===== config.mk =====
export PLATFORM = sky130hd
export DESIGN_NAME = hilo_muldiv
export DESIGN_NICKNAME = d
export VERILOG_FILES = /design/src/rtl/hilo_pkg.sv /design/src/rtl/hilo_mul_step.sv /design/src/rtl/hilo_div_step.sv /design/src/rtl/hilo_muldiv.sv
export SDC_FILE = /design/constraint.sdc
export NUM_CORES = 1
export LEC_CHECK = 0
export BUFFER_PORTS_ARGS = -buffer_cell sky130_fd_sc_hd__clkbuf_2
export CAP_MARGIN = 20
export CELL_PAD_IN_SITES_DETAIL_PLACEMENT = 1
export CELL_PAD_IN_SITES_GLOBAL_PLACEMENT = 2
export CORE_ASPECT_RATIO = 0.8
export CORE_MARGIN = 10
export CORE_UTILIZATION = 39
export DETAILED_ROUTE_END_ITERATION = 10
export PLACE_DENSITY_LB_ADDON = 0.08
export SLEW_MARGIN = 10
export SYNTH_ARGS = -nofsm -noshare
export SYNTH_HDL_FRONTEND = slang
export SYNTH_SLANG_ARGS = --single-unit

===== constraint.sdc =====
create_clock -name clk -period 5.95 [get_ports clk]
set_input_delay 1.4875 -clock clk [delete_from_list [all_inputs] [get_ports clk]]
set_output_delay 1.4875 -clock clk [all_outputs]
set_load 0.1 [all_outputs]

===== src/rtl/hilo_pkg.sv =====
package hilo_pkg;
    localparam logic [5:0] F_MFHI  = 6'b010000;
    localparam logic [5:0] F_MTHI  = 6'b010001;
    localparam logic [5:0] F_MFLO  = 6'b010010;
    localparam logic [5:0] F_MTLO  = 6'b010011;
    localparam logic [5:0] F_MULT  = 6'b011000;
    localparam logic [5:0] F_MULTU = 6'b011001;
    localparam logic [5:0] F_DIV   = 6'b011010;
    localparam logic [5:0] F_DIVU  = 6'b011011;

    typedef enum logic [1:0] {
        ST_IDLE = 2'd0,
        ST_MUL  = 2'd1,
        ST_DIV  = 2'd2,
        ST_FIN  = 2'd3
    } mdu_state_t;
endpackage


===== src/rtl/hilo_mul_step.sv =====
// One shift-add multiply step: upper half accumulates, lower half holds
// the remaining multiplier bits.
module hilo_mul_step #(
    parameter int W = 32
) (
    input  logic [2*W-1:0] work_i,
    input  logic [W-1:0]   mcand_i,
    output logic [2*W-1:0] work_o
);
    logic [W:0] sum;

    always_comb begin
        sum    = {1'b0, work_i[2*W-1:W]} + (work_i[0] ? {1'b0, mcand_i} : '0);
        work_o = {sum, work_i[W-1:1]};
    end
endmodule


===== src/rtl/hilo_div_step.sv =====
// One restoring-divide step: upper half is the partial remainder, lower
// half shifts dividend bits out and quotient bits in.
module hilo_div_step #(
    parameter int W = 32
) (
    input  logic [2*W-1:0] work_i,
    input  logic [W-1:0]   dvsr_i,
    output logic [2*W-1:0] work_o
);
    logic [W:0] shifted;
    logic [W:0] diff;

    always_comb begin
        shifted = {work_i[2*W-1:W], work_i[W-1]};
        diff    = shifted - {1'b0, dvsr_i};
        if (!diff[W])
            work_o = {diff[W-1:0], work_i[W-2:0], 1'b1};
        else
            work_o = {shifted[W-1:0], work_i[W-2:0], 1'b0};
    end
endmodule


===== src/rtl/hilo_muldiv.sv =====
module hilo_muldiv
    import hilo_pkg::*;
#(
    parameter int W = 32
) (
    input  logic         clk,
    input  logic         rst_n,
    input  logic         cmd_valid,
    input  logic [5:0]   cmd_func,
    input  logic [W-1:0] op_a,
    input  logic [W-1:0] op_b,
    output logic [W-1:0] rd_data,
    output logic         rd_valid,
    output logic         busy
);
    localparam int CW = $clog2(W);

    mdu_state_t      state_q, state_d;
    logic [CW-1:0]   cnt_q;
    logic [W-1:0]    opnd_q, orig_q, hi_q, lo_q;
    logic [2*W-1:0]  work_q, mul_nxt, div_nxt, prod;
    logic            neg_lo_q, neg_hi_q, dz_q, is_div_q, pend_q, pend_hi_q;

    // command decode
    logic            is_mul, is_dv, sgn, mf_any, mf_hi, accept, sign_x;
    logic [W-1:0]    abs_a, abs_b, quo, rem, fin_hi, fin_lo;

    always_comb begin
        is_mul = (cmd_func == F_MULT) || (cmd_func == F_MULTU);
        is_dv  = (cmd_func == F_DIV)  || (cmd_func == F_DIVU);
        sgn    = (cmd_func == F_MULT) || (cmd_func == F_DIV);
        mf_hi  = (cmd_func == F_MFHI);
        mf_any = mf_hi || (cmd_func == F_MFLO);
        accept = cmd_valid && (state_q == ST_IDLE);
        sign_x = sgn && (op_a[W-1] ^ op_b[W-1]);
        abs_a  = (sgn && op_a[W-1]) ? -op_a : op_a;
        abs_b  = (sgn && op_b[W-1]) ? -op_b : op_b;
    end

    hilo_mul_step #(.W(W)) u_mul (.work_i(work_q), .mcand_i(opnd_q), .work_o(mul_nxt));
    hilo_div_step #(.W(W)) u_div (.work_i(work_q), .dvsr_i(opnd_q),  .work_o(div_nxt));

    // sign fix-up of the finished iteration
    always_comb begin
        prod = neg_hi_q ? -work_q : work_q;
        quo  = neg_lo_q ? -work_q[W-1:0]   : work_q[W-1:0];
        rem  = neg_hi_q ? -work_q[2*W-1:W] : work_q[2*W-1:W];
        if (is_div_q) begin
            fin_hi = dz_q ? orig_q : rem;
            fin_lo = dz_q ? '1     : quo;
        end else begin
            fin_hi = prod[2*W-1:W];
            fin_lo = prod[W-1:0];
        end
    end

    // next state
    always_comb begin
        state_d = state_q;
        unique case (state_q)
            ST_IDLE: begin
                if (accept && is_mul)     state_d = ST_MUL;
                else if (accept && is_dv) state_d = ST_DIV;
            end
            ST_MUL, ST_DIV: if (cnt_q == '0) state_d = ST_FIN;
            ST_FIN:  state_d = ST_IDLE;
            default: state_d = ST_IDLE;
        endcase
    end

    // state register
    always_ff @(posedge clk) begin
        if (!rst_n) state_q <= ST_IDLE;
        else        state_q <= state_d;
    end

    assign busy = (state_q != ST_IDLE);

    // datapath and outputs
    always_ff @(posedge clk) begin
        if (!rst_n) begin
            cnt_q     <= '0;
            opnd_q    <= '0;
            orig_q    <= '0;
            work_q    <= '0;
            hi_q      <= '0;
            lo_q      <= '0;
            neg_lo_q  <= 1'b0;
            neg_hi_q  <= 1'b0;
            dz_q      <= 1'b0;
            is_div_q  <= 1'b0;
            pend_q    <= 1'b0;
            pend_hi_q <= 1'b0;
            rd_data   <= '0;
            rd_valid  <= 1'b0;
        end else begin
            rd_valid <= 1'b0;
            unique case (state_q)
                ST_IDLE: if (accept) begin
                    if (is_mul) begin
                        work_q   <= {{W{1'b0}}, abs_b};
                        opnd_q   <= abs_a;
                        neg_hi_q <= sign_x;
                        is_div_q <= 1'b0;
                        cnt_q    <= CW'(W-1);
                    end else if (is_dv) begin
                        work_q   <= {{W{1'b0}}, abs_a};
                        opnd_q   <= abs_b;
                        neg_lo_q <= sign_x;
                        neg_hi_q <= sgn && op_a[W-1];
                        dz_q     <= (op_b == '0);
                        orig_q   <= op_a;
                        is_div_q <= 1'b1;
                        cnt_q    <= CW'(W-1);
                    end else if (cmd_func == F_MTHI) begin
                        hi_q <= op_a;
                    end else if (cmd_func == F_MTLO) begin
                        lo_q <= op_a;
                    end else if (mf_any) begin
                        rd_data  <= mf_hi ? hi_q : lo_q;
                        rd_valid <= 1'b1;
                    end
                end
                ST_MUL, ST_DIV: begin
                    work_q <= (state_q == ST_MUL) ? mul_nxt : div_nxt;
                    cnt_q  <= cnt_q - CW'(1);
                    if (cmd_valid && mf_any && !pend_q) begin
                        pend_q    <= 1'b1;
                        pend_hi_q <= mf_hi;
                    end
                end
                ST_FIN: begin
                    hi_q   <= fin_hi;
                    lo_q   <= fin_lo;
                    pend_q <= 1'b0;
                    if (pend_q) begin
                        rd_data  <= pend_hi_q ? fin_hi : fin_lo;
                        rd_valid <= 1'b1;
                    end else if (cmd_valid && mf_any) begin
                        rd_data  <= mf_hi ? fin_hi : fin_lo;
                        rd_valid <= 1'b1;
                    end
                end
                default: ;
            endcase
        end
    end
endmodule


* After elaboration in Yosys (flattened, before gate mapping)
Index checks and enable logic that the tools add are counted.
** Storage, ports and cells
- Bits in registers :: 238
- Output and inout bits :: 34
- Word-level logic and storage cells :: 144
** Operators by class
- Add/subtract/negate cells :: 8
- Eq/ne operators :: 24
- Muxes and demuxes :: 64
- Bitwise gates (word level) :: 2
- Reduce and logical (&&, ||, !) cells :: 31
** Operators by type and width (number)
- 32-bit two-way mux :: 31
- 64-bit two-way mux :: 6
- 32-bit one-hot mux with 2 select lines :: 3
- 32-bit negator :: 4
- 64-bit one-hot mux with 2 select lines :: 1
- 64-bit negator :: 1
- 6-bit by 5-bit equality test with 1-bit output, second input constant :: 8
- 32-bit by 33-bit adder with 33-bit output :: 1
- 33-bit by 32-bit subtractor with 33-bit output :: 1
- 32-bit zero test :: 1
- 2-bit != test, second input constant :: 8
- 5-bit two-way mux :: 3
- 1-bit two-way mux :: 13
- 5-bit one-hot mux with 2 select lines :: 1
- 2-bit nonzero test :: 5
- 1-bit logical AND :: 8
- 8-bit AND reduction :: 1
- 2-bit two-way mux :: 3
- 3-bit != test, second input constant :: 2
- 2-bit one-hot mux with 3 select lines :: 1
- 2-bit AND reduction :: 3
- 3-bit AND reduction :: 2
- 6-bit AND reduction :: 1
- 5-bit zero test :: 1
- other kinds (14) :: 20

* Depth between registers and ports, before layout
Gate-level depths: netlist of run 1.
- Word-level depth :: 9
- Mapped depth :: 14

* Modules after synthesis
A second synthesis of run 1 with hierarchy kept.
** Second synthesis, totals
- Cell total of the unflattened synthesis :: 2829
- Area total of the unflattened synthesis :: 21131.5 um2
** By module, submodules not included
- hilo_muldiv :: times used 1, cells an instance 2198, area an instance 16353.2 um2, sequential area each 4764.6 um2
- hilo_div_step :: times used 1, cells an instance 336, area an instance 2591.2 um2, sequential area each 0.0 um2
- hilo_mul_step :: times used 1, cells an instance 295, area an instance 2187.1 um2, sequential area each 0.0 um2

* Worst setup path after synthesis of run 1
OpenSTA, ideal clock, no wires.
- Kind :: in2reg
- Start :: input op_b[7]
- End :: register work_q[23]
- Arrival :: 4040 ps
- Slack :: 1815 ps
- Stages on the path :: 9
- Buffers on the path :: 1
- Cells stage by stage :: or4_4 > or4b_4 > or4_1 > clkbuf_1 > nor3_1 > a21oi_1 > xnor2_1 > a211o_1 > a221oi_1
** On the way
- Longest elaborated chain between the ends :: 5
** RTL lines
- from (decl) :: RTL line hilo_muldiv.sv:11 : input logic [W-1:0] op_b,
- 32-bit negator :: RTL line hilo_muldiv.sv:37 : abs_b = (sgn && op_b[W-1]) ? -op_b : op_b;
- 32-bit two-way mux :: RTL line hilo_muldiv.sv:37
- 64-bit two-way mux :: RTL line hilo_muldiv.sv:100 : if (is_mul) begin
- 64-bit two-way mux :: RTL line hilo_muldiv.sv:99 : ST_IDLE: if (accept) begin
- 64-bit one-hot mux with 2 select lines :: RTL line hilo_muldiv.sv:98 : unique case (state_q)
- to (signal assigned) :: RTL line hilo_muldiv.sv:101 : work_q <= {{W{1'b0}}, abs_b};
- to (signal assigned) :: RTL line hilo_muldiv.sv:107 : work_q <= {{W{1'b0}}, abs_a};
- to (signal assigned) :: RTL line hilo_muldiv.sv:125 : work_q <= (state_q == ST_MUL) ? mul_nxt : div_nxt;
- to (decl) :: RTL line hilo_muldiv.sv:21 : logic [2*W-1:0] work_q, mul_nxt, div_nxt, prod;
No other way between the ends. The select of a mux whose other input is x is not followed.
A chain may end at the register's enable or synchronous reset.

* Worst setup path in the final report of run 1
- Start :: register work_q[36]
- End :: register work_q[32]
** On the way
- Longest elaborated chain between the ends :: 4
** RTL lines
- 33-bit by 32-bit subtractor with 33-bit output :: RTL line hilo_div_step.sv:15 : diff = shifted - {1'b0, dvsr_i};
- 64-bit two-way mux :: RTL line hilo_div_step.sv:16 : if (!diff[W])
- 64-bit two-way mux :: RTL line hilo_muldiv.sv:125
- 64-bit one-hot mux with 2 select lines :: RTL line hilo_muldiv.sv:98
No other way between the ends.

==> results.sh, run 1 <==
export IMPL_hold_depth=2
export IMPL_final_core_util_pct=43.3
export IMPL_routed_via_count=22400
export IMPL_reg2reg_to="work_q[32]"
export IMPL_pre_cts_ws_ns=1.24
export IMPL_hpwl_um=73100
export IMPL_clock_path_buffers=3
export IMPL_cp_start_kind="flop"
export IMPL_gp_congestion=0.935
export IMPL_final_area_um2=22100
export IMPL_rsz0062_at_grt="no"
export IMPL_vias_per_cell=6.34
export IMPL_first_global_vias=22100
export IMPL_cp_startpoint="work_q[36]"
export IMPL_wirelength_um=96500
export IMPL_grt_overflow_total=0
export IMPL_outcome="complete, no violations"
export IMPL_ir_worst_vdd_uv=554
export IMPL_drt_iter0_drc=2381
export IMPL_period_minus_slack_ns=4.47
export IMPL_ys_ff_latch=238
export IMPL_clkTransAtPathRegs_ns=0.07
export IMPL_die_h_um=223
export IMPL_critical_path_arrival_ns=5.00
export IMPL_synth_top_cell_by_area="dfxtp_1"
export IMPL_cts_sinks=238
export IMPL_core_area_um2=51100
export IMPL_p_leak_nw=8.43
export IMPL_ff2ff_setup_slack_ns=1.48
export IMPL_synth_cell_types=89
export IMPL_finalSetupTns_ns=0
export IMPL_fp_dieArea_um2=61200
export IMPL_n_antenna_cell=0
export IMPL_fp_row_count=74
export IMPL_antenna_found_initial=1
export IMPL_yosysWarnings=0
export IMPL_ys_seq_area_share_pct=23.6
export IMPL_post_route_period_util_pct=75.1
export IMPL_avgSynthCellArea_um2=7.01
export IMPL_port_buffers=106
export IMPL_hp_class="flop to flop"
export IMPL_htreeDepth=1
export IMPL_drtAntennaViolNets=0
export IMPL_synth_area_leaders="dfxtp_1 (24%), a21oi_1 (8.2%), nand2_1 (7.0%), o21ai_0 (5.4%), nor2_1 (5.2%)"
export IMPL_max_freq_mhz=224
export IMPL_end_kind="flop"
export IMPL_path_max_fanout=18
export IMPL_p_per_area_nw_per_um2=455
export IMPL_grt_pass1_wl_um=145000
export IMPL_r2r_cells=11
export IMPL_reg2reg_from="work_q[36]"
export IMPL_nNetsFinal=2977
export IMPL_grt_max_degree=74
export IMPL_finalHoldViolations=0
export IMPL_yosys_area_top_type_share_pct=23.6
export IMPL_slew_violations=0
export IMPL_setup_violations=0
export IMPL_min_delay_start="hi_q[21]"
export IMPL_io_pins=107
export IMPL_setup_slack_ns=1.48
export IMPL_netlist_instances=2875
export IMPL_syn2layout_area_growth_pct=9.77
export IMPL_cts_buffers=30
export IMPL_die_x_um=274
export IMPL_cts_hold_buf=0
export IMPL_wl_per_cell_um=27.3
export IMPL_placed_area_um2=21100
export IMPL_drc_errors=0
export IMPL_synth_edff_count=0
export IMPL_criticalPathCategory="flop to flop"
export IMPL_worst_ep_required_time_ns=6.48
export IMPL_ys_async_sr_fraction_pct=0
export IMPL_grt_usage_pct=30.4
export IMPL_cts_tree="built"
export IMPL_crit_end="work_q[32]"
export IMPL_cts_root_buf="clkbuf_16"
export IMPL_fin_skew_ns=0.0275
export IMPL_postCtsResizedCells=0
export IMPL_drive_gt1_share_pct=10.7
export IMPL_clk_latency_ns=0.61
export IMPL_syn_area_um2=20200
export IMPL_initial_core_util_pct=39.4
export IMPL_max_slew_margin_rel_pct=20.6
export IMPL_drtPass1Iterations=6
export IMPL_drv_cap=0
export IMPL_tightest_slew_ns=1.18
export IMPL_holdWs_ns=0.455
export IMPL_synth_nets=3023
export IMPL_ys_flop_type="dfxtp_1"
export IMPL_cts_setup_buffers=0
[layout make-up]
| cell class | instances | area (um^2) |
|---|---|---|
| Timing Repair Buffer | 161 | 951 |
| Clock buffer | 44 | 853 |
| Fill cell | 6537 | 29000 |
| Sequential cell | 238 | 4770 |
| Tap cell | 684 | 856 |
| Clock inverter | 12 | 150 |
| Inverter | 86 | 325 |
| Multi-Input combinational cell | 2312 | 14200 |
[metal layers]
| metal | global-route usage (%) | vias up | share of wire (%) | wire, um |
|---|---|---|---|---|
| li1 | - | 10300 | - | - |
| met1 | 42.5 | 11200 | 46 | 44000 |
| met2 | 47.3 | 811 | 44 | 42400 |
| met3 | 5.59 | 139 | 7.9 | 7610 |
| met4 | 7.40 | 0 | 2.6 | 2500 |
| met5 | 0 | - | 0 | 0 |
[sequential cells by signal (all words and copies together) (netlist names)]
name,count
neg_lo_q,1
orig_q,32
cnt_q,5
pend_hi_q,1
opnd_q,32
lo_q,32
rd_valid,1
neg_hi_q,1
hi_q,32
pend_q,1
work_q,64
state_q,2
dz_q,1
is_div_q,1
rd_data,32
[worst min-delay path by stage]
stage	to
after floorplan	hi_q[29]
after global placement	orig_q[7]
after detailed placement	orig_q[18]
after CTS	opnd_q[4]
after global routing	hi_q[21]
final	hi_q[21]
[Yosys cell counts (22+ instances only)]
cell type and count:
xnor2_1 82, inv_1 85, nor4_1 22, xor2_1 72
clkbuf_1 208, a31oi_1 30, and2_1 25, o31ai_1 36
mux2i_1 60, nand3_1 66, a211oi_1 63, nor3_1 74
ha_1 73, nand2_1 374, nand4_1 27, a21oi_1 332
buf_1 22, o211ai_1 50, a21o_1 31, nand2b_1 22
mux2_2 34, o21ai_0 218, dfxtp_1 238, nor2_1 279
or3_1 23
[cells by family after synthesis]
group | after synthesis | share of synthesized area, %
buffers and inverters | 325 | 6.17
xor gates and xnor gates | 154 | 6.69
AOI/OAI and AO/OA | 981 | 30.8
adders and majority gates | 75 | 4.73
muxes | 94 | 4.88
DFF | 238 | 23.6
and+or+nand+nor | 1008 | 23.1
[critical path, stage by stage, from the launching register on]
cell and delay (ns):
dfxtp_1 0.70, ha_1 0.43, a21oi_1 0.26, nand2_1 0.11, o21ai_1 0.43, nand4bb_1 0.19, a2111oi_1 0.64, or3_1 0.23
and2_2 0.44, buf_4 0.40, mux2_2 0.39, o221ai_1 0.13
[cells in the final DEF, fill, tap and decap left out, drive strengths merged, types with 8 or more instances in the layout]
| cell type | synthesis | layout |
|---|---|---|
| nand2 | 374 | 374 |
| a21oi | 333 | 333 |
| nor2 | 279 | 279 |
| dfxtp | 238 | 238 |
| o21ai | 225 | 225 |
| clkbuf | 209 | 149 |
| inv | 86 | 87 |
| xnor2 | 82 | 82 |
| nor3 | 75 | 75 |
| ha | 73 | 73 |
| xor2 | 72 | 72 |
| nand3 | 66 | 66 |
| a211oi | 63 | 63 |
| mux2i | 60 | 60 |
| buf | 30 | 56 |
| o211ai | 50 | 50 |
| o31ai | 37 | 37 |
| mux2 | 34 | 34 |
| a21o | 31 | 31 |
| a31oi | 30 | 30 |
| nand4 | 29 | 29 |
| and2 | 26 | 26 |
| nor4 | 25 | 25 |
| or3 | 23 | 23 |
| nand2b | 22 | 22 |
| o21a | 19 | 19 |
| and3 | 19 | 19 |
| a221oi | 19 | 19 |
| o221ai | 17 | 17 |
| o2111ai | 17 | 17 |
| a211o | 16 | 16 |
| or4 | 16 | 16 |
| nor2b | 15 | 15 |
| a22oi | 15 | 15 |
| or2 | 13 | 13 |
| o41ai | 12 | 12 |
| o21bai | 9 | 9 |
| o31a | 8 | 8 |
[report_power, final]
group / switching [W] / internal [W]
logic: 0.00385 / 0.00214
clock network: 0.000830 / 0.00112
registers: 0.000378 / 0.00175
[through the flow]
stage / instances / power (W)
CTS: 3536 / 0.00993
floorplan: 2875 / 0.00629
detailed placement: 3480 / 0.00797
global placement: 3480 / 0.00784
finish: 3537 / 0.0101
global route: 3537 / 0.0106
No activity file was read; power rests on OpenSTA's default activity.
==> run 2, diff against run 1 <==
--- a/config.mk
+++ b/config.mk
@@ -5,13 +5,14 @@
 export SDC_FILE = /design/constraint.sdc
 export NUM_CORES = 1
 export LEC_CHECK = 0
+export ABC_AREA = 1
 export BUFFER_PORTS_ARGS = -buffer_cell sky130_fd_sc_hd__clkbuf_2
 export CAP_MARGIN = 20
 export CELL_PAD_IN_SITES_DETAIL_PLACEMENT = 1
 export CELL_PAD_IN_SITES_GLOBAL_PLACEMENT = 2
 export CORE_ASPECT_RATIO = 0.8
 export CORE_MARGIN = 10
-export CORE_UTILIZATION = 39
+export CORE_UTILIZATION = 34
 export DETAILED_ROUTE_END_ITERATION = 10
 export PLACE_DENSITY_LB_ADDON = 0.08
 export SLEW_MARGIN = 10
==> constraint.sdc (replaced) <==
create_clock -name clk -period 4.6 [get_ports clk]
set_input_delay 1.15 -clock clk [delete_from_list [all_inputs] [get_ports clk]]
set_output_delay 1.15 -clock clk [all_outputs]
set_load 0.1 [all_outputs]
==> results.sh, run 2 <==
export IMPL_outcome="complete, no violations"
export IMPL_power_switching_w=0.00840
export IMPL_top_register="work_q"
export IMPL_regArea_um2=4770
export IMPL_synth_top_cell_by_area="dfxtp_1"
export IMPL_syn2layout_area_growth_pct=10.7
export IMPL_synth_cell_types=54
export IMPL_initial_core_util_pct=34.4
export IMPL_hpwl_um=94700
export IMPL_clock_path_buffers=3
export IMPL_fin_skew_ns=0.0292
export IMPL_cts_root_buf="clkbuf_16"
export IMPL_finalSetupTns_ns=0
export IMPL_end_kind="flop"
export IMPL_cts_hold_buf=0
export IMPL_critical_path_arrival_ns=3.99
export IMPL_clkTransAtPathRegs_ns=0.06
export IMPL_antenna_found_initial=3
export IMPL_drc_errors=0
export IMPL_drv_cap=0
export IMPL_drtAntennaViolNets=0
export IMPL_path_max_fanout=26
export IMPL_pre_cts_ws_ns=0.966
export IMPL_p_int_w=0.00656
export IMPL_clk_latency_ns=0.58
export IMPL_setup_slack_ns=1.03
export IMPL_max_freq_mhz=280
export IMPL_wl_per_cell_um=25.1
export IMPL_nNetsFinal=4078
export IMPL_drtPass1Iterations=5
export IMPL_avgSynthCellArea_um2=5.74
export IMPL_final_area_um2=25000
export IMPL_tightest_slew_ns=1.07
export IMPL_synth_area_leaders="dfxtp_1 (21%), nand2_1 (18%), a21oi_1 (9.6%), nand3_1 (9.4%), o21ai_0 (7.4%)"
export IMPL_layout_commonest_cell="nand2_1"
export IMPL_ys_seq_area_share_pct=21.1
export IMPL_cts_buffers=34
export IMPL_setup_violations=0
export IMPL_wirelength_um=121000
export IMPL_slew_violations=0
export IMPL_core_area_um2=65800
export IMPL_cts_tree="built"
export IMPL_rsz0062_at_grt="no"
export IMPL_max_slew_margin_rel_pct=28.8
export IMPL_worst_ep_required_time_ns=5.02
export IMPL_period_minus_slack_ns=3.57
export IMPL_largest_reg_flops=64
export IMPL_ys_ff_latch=238
export IMPL_htreeDepth=2
export IMPL_ys_async_sr_fraction_pct=0
export IMPL_p_leak_nw=11.6
export IMPL_grt_usage_pct=30.3
export IMPL_drive_gt1_share_pct=8.22
export IMPL_criticalPathCategory="flop to flop"
export IMPL_comb_power_share_pct=60.9
export IMPL_multi_input_area_um2=15500
export IMPL_die_x_um=308
export IMPL_first_global_vias=26300
export IMPL_synth_most_common_cell="nand2_1"
export IMPL_fillers=8994
export IMPL_synth_edff_count=0
export IMPL_grt_overflow_total=0
export IMPL_synth_nets=4086
export IMPL_p_seq_share_pct=19.6
export IMPL_hp_class="flop to flop"
export IMPL_yosysWarnings=0
export IMPL_grt_pass1_wl_um=177000
export IMPL_fp_row_count=84
export IMPL_drt_iter0_drc=2367
export IMPL_p_sw_share_pct=56.2
export IMPL_ir_worst_vdd_uv=1050
export IMPL_die_h_um=251
export IMPL_cts_setup_buffers=0
export IMPL_power_share_clock_pct=19.5
export IMPL_io_pins=107
export IMPL_post_route_period_util_pct=77.5
export IMPL_routed_via_count=27300
export IMPL_p_per_area_nw_per_um2=597
export IMPL_port_buffers=106
export IMPL_ys_flop_type="dfxtp_1"
export IMPL_total_power_w=0.0150
export IMPL_layout_common_cells="nand2_1 (1065), a21oi_1 (434), nand3_1 (426)"
export IMPL_cts_sinks=238
export IMPL_cp_start_kind="flop"
export IMPL_grt_max_degree=102
export IMPL_gp_congestion=0.994
export IMPL_postCtsResizedCells=0
export IMPL_yosys_area_top_type_share_pct=21.1
export IMPL_fp_dieArea_um2=77300
export IMPL_yosys_top_cells_count="nand2_1 (1065), a21oi_1 (435), nand3_1 (426), inv_1 (361), o21ai_0 (336)"
export IMPL_syn_area_um2=22600
export IMPL_vias_per_cell=5.67
export IMPL_finalHoldViolations=0
export IMPL_placed_area_um2=23800
export IMPL_netlist_instances=3938
run 2: changes by cell type after synthesis, moves of 64 or more:
cell	change
a21oi_1	+103
o21ai_0	+118
xnor2_1	-64
nand3_1	+360
inv_1	+276
clkbuf_1	-70
nand2_1	+691
run 2: worst paths after layout:
kind / startpoint / to / slack (ns) / cells past startpoint
hold / removal: rd_data[25] / rd_data[25] / 0.46 / 2
setup / recovery: work_q[0] / rd_data[16] / 1.03 / 15
hold reg to reg: rd_data[25] / rd_data[25] / 0.46 / 2
setup reg to reg: work_q[0] / rd_data[16] / 1.03 / 15
run 2: final cells by class:
class                           count  share of cell area (%)
Inverter                          376                    5.64
Timing Repair Buffer              171                    4.18
Antenna cell                        2                  0.0200
Tap cell                          860                    4.30
Clock buffer                       46                    3.82
Clock inverter                     16                   0.984
Multi-Input combinational cell   3109                    62.0
Sequential cell                   238                    19.0
run 2: logic make-up (layout without fill, tap and decap cells):
group | after synthesis | in the layout | share of synthesized area (%)
buffers and inverters | 591 | 609 | 10.5
flip-flops | 238 | 238 | 21.1
AND/OR/NAND/NOR | 1959 | 1959 | 37.1
XOR/XNOR | 98 | 98 | 3.80
AO/OA/AOI/OAI | 977 | 977 | 23.3
other | 0 | 2 | 0
adder cells (fa/ha/maj) | 75 | 75 | 4.22
run 2: worst max-delay path, stage by stage, from the launching register on:
cell	delay, ns
dfxtp_1	0.60
buf_4	0.46
inv_2	0.09
ha_1	0.29
nand2_1	0.19
nor2_4	0.08
nand2_4	0.13
nor2_4	0.05
a21oi_1	0.57
nand2_1	0.23
nand3_1	0.21
nand4_1	0.12
nand2_1	0.11
nand3_1	0.09
nand2_1	0.11
a21oi_1	0.06
run 2: per-layer routing:
metal  GRT usage [%]  vias to the layer above  wire (um)
li1                -                    13100          -
met1            42.7                    13200      56500
met2            43.8                      892      49100
met3            9.80                      132      12200
met4            7.16                        2       2880
met5               0                        -         17
run 2: power by group through the flow:
stage	registers [W]	clock network [W]	logic, W
after CTS	0.00291	0.00295	0.00891
after detailed placement	0.00295	0	0.00885
after global routing	0.00297	0.00305	0.00995
after floorplan	0.00285	0	0.00608
after global placement	0.00295	0	0.00884
final	0.00294	0.00292	0.00910
run 2: per-stage QoR:
| stage | util (%) | cells | hold WS (ns) |
|---|---|---|---|
| floorplan | - | 3938 | 0.425 |
| global placement | 36.2 | 4754 | 0.453 |
| detailed placement | 36.2 | 4754 | 0.455 |
| CTS | 38.0 | 4816 | 0.464 |
| global route | 38.0 | 4816 | 0.484 |
| finish | 38.1 | 4818 | 0.461 |
==> run 3, diff against run 2 <==
--- a/config.mk
+++ b/config.mk
@@ -12,7 +12,7 @@
 export CELL_PAD_IN_SITES_GLOBAL_PLACEMENT = 2
 export CORE_ASPECT_RATIO = 0.8
 export CORE_MARGIN = 10
-export CORE_UTILIZATION = 34
+export CORE_UTILIZATION = 30
 export DETAILED_ROUTE_END_ITERATION = 10
 export PLACE_DENSITY_LB_ADDON = 0.08
 export SLEW_MARGIN = 10
==> constraint.sdc (replaced) <==
create_clock -name clk -period 3.1 [get_ports clk]
set_input_delay 0.775 -clock clk [delete_from_list [all_inputs] [get_ports clk]]
set_output_delay 0.775 -clock clk [all_outputs]
set_load 0.1 [all_outputs]
==> results.sh, run 3 (synthesis gave the netlist of run 2 again) <==
export IMPL_reg2reg_from="work_q[34]"
export IMPL_ir_worst_vdd_uv=841
export IMPL_setup_violations=0
export IMPL_hold_depth=2
export IMPL_stdcell_count=5095
export IMPL_max_freq_mhz=332
export IMPL_drtAntennaViolNets=0
export IMPL_min_delay_start="rd_data[14]"
export IMPL_outcome="complete, no violations"
export IMPL_tightest_slew_ns=0.823
export IMPL_htreeDepth=1
export IMPL_end_kind="flop"
export IMPL_drive_gt1_share_pct=11.5
export IMPL_grt_usage_pct=28.5
export IMPL_io_pins=107
export IMPL_clkTransAtPathRegs_ns=0.06
export IMPL_post_route_period_util_pct=97.2
export IMPL_fillers=10000
export IMPL_clock_path_buffers=3
export IMPL_reg2reg_to="rd_data[3]"
export IMPL_initial_core_util_pct=30.4
export IMPL_layout_common_cells="nand2_1 (1064), a21oi_1 (430), nand3_1 (426)"
export IMPL_gp_congestion=0.983
export IMPL_final_core_util_pct=35.6
export IMPL_p_leak_nw=12.3
export IMPL_cts_root_buf="clkbuf_16"
export IMPL_p_per_area_nw_per_um2=879
export IMPL_port_buffers=106
export IMPL_cp_start_kind="flop"
export IMPL_cts_buffers=31
export IMPL_power_switching_w=0.0128
export IMPL_layout_commonest_cell="nand2_1"
export IMPL_fin_skew_ns=0.0214
export IMPL_n_antenna_cell=0
export IMPL_drc_errors=0
export IMPL_cts_sinks=238
export IMPL_period_minus_slack_ns=3.01
export IMPL_drtPass1Iterations=5
export IMPL_max_slew_margin_rel_pct=44.6
export IMPL_grt_overflow_total=0
export IMPL_path_max_fanout=7
export IMPL_clk_latency_ns=0.63
export IMPL_power_share_clock_pct=16.8
export IMPL_die_h_um=266
export IMPL_hp_class="flop to flop"
export IMPL_rsz0062_at_grt="no"
export IMPL_wirelength_um=129000
export IMPL_drt_iter0_drc=2824
export IMPL_comb_power_share_pct=64.7
export IMPL_finalHoldViolations=0
export IMPL_r2r_cells=12
export IMPL_slew_violations=0
export IMPL_p_seq_share_pct=18.4
export IMPL_worst_ep_required_time_ns=3.61
export IMPL_setup_slack_ns=0.0883
export IMPL_hpwl_um=103000
export IMPL_grt_pass1_wl_um=187000
export IMPL_p_sw_share_pct=55.2
export IMPL_core_area_um2=74300
export IMPL_cts_setup_buffers=0
export IMPL_syn2layout_area_growth_pct=17.0
export IMPL_antenna_found_initial=4
export IMPL_fp_dieArea_um2=86800
export IMPL_die_x_um=327
export IMPL_largest_reg_flops=64
export IMPL_ff2ff_setup_slack_ns=0.09
export IMPL_criticalPathCategory="flop to flop"
export IMPL_hold_end="rd_data[14]"
export IMPL_fp_row_count=89
export IMPL_vias_per_cell=5.54
export IMPL_first_global_vias=27300
export IMPL_critical_path_arrival_ns=3.52
export IMPL_wl_per_cell_um=25.3
export IMPL_pre_cts_ws_ns=0.0748
export IMPL_cts_tree="built"
export IMPL_p_int_w=0.0104
export IMPL_drv_cap=0
export IMPL_nNetsFinal=4221
export IMPL_top_register="work_q"
export IMPL_total_power_w=0.0232
export IMPL_routed_via_count=28200
export IMPL_grt_max_degree=133
export IMPL_dp_cells=5041
-- run 3: changes by cell type in the layout (fill, tap and decap cells not counted), moves of 3 or more --
cell and delta:
clkbuf_8 -3, clkbuf_16 -3, a21oi_1 -4, buf_12 +22, o21ai_0 -4, o21ai_1 +4
buf_4 +123, a21oi_2 +4, clkinv_2 +4
-- run 3: critical path: stages (launching register included) --
cell      delay (ns)
dfxtp_1         0.46
nor2_1          0.48
nand3_1         0.26
nor2_1          0.18
nand2_1         0.09
o21ai_2         0.37
nand2_1         0.10
nand3_1         0.19
nand2_1         0.26
o21bai_1        0.21
o211ai_1        0.12
nand2_1         0.09
a21oi_1         0.05
-- run 3: power by group through the flow --
stage          clock, W  combinational (W)  sequential, W
2_1_floorplan         0            0.00903        0.00423
3_3_place_gp          0             0.0147        0.00432
3_5_place_dp          0             0.0147        0.00431
4_1_cts         0.00397             0.0148        0.00426
5_1_grt         0.00409             0.0163        0.00433
6_report        0.00391             0.0150        0.00428
-- run 3: final cells by class --
cell class	instances	area [um^2]	area share (%)
multi-input combinational	3109	15500	58.8
timing repair buffer	317	2420	9.15
clock inverter	16	213	0.804
clock buffer	38	832	3.15
sequential	238	4770	18.0
tap	1001	1250	4.74
inverter	376	1410	5.34
-- run 3: worst max-delay path by stage --
stage / from / endpoint / slack, ns / cells after the start
after floorplan: work_q[0] / work_q[49] / 0.32 / 19
after global placement: cmd_func[3] / work_q[0] / -0.02 / 14
after detailed placement: cmd_func[3] / work_q[0] / 0.07 / 14
after CTS: state_q[0] / busy / 0.05 / 4
after global routing: opnd_q[18] / work_q[63] / 0.009 / 15
final: work_q[34] / rd_data[3] / 0.09 / 12
-- run 3: per-layer routing --
metal	global-route usage [%]	wire, um
met4	6.41	3210
met2	41.5	52200
met5	0	28
met1	41.5	61800
met3	6.83	11900
-- run 3: timing repair --
action / in CTS / in global routing
hold buffers: 0 / 0
setup endpoints to repair: 0 / 25
hold endpoints to repair: 0 / 0
resized for setup: 0 / 13
-- run 3: metrics by stage --
stage	area (um^2)	hold slack [ns]	setup TNS, ns
after floorplan	22600	0.425	0
after global placement	25400	0.455	-0.0155
after detailed placement	25400	0.459	0
after CTS	26400	0.468	0
after global routing	26400	0.487	0
final	26400	0.464	0
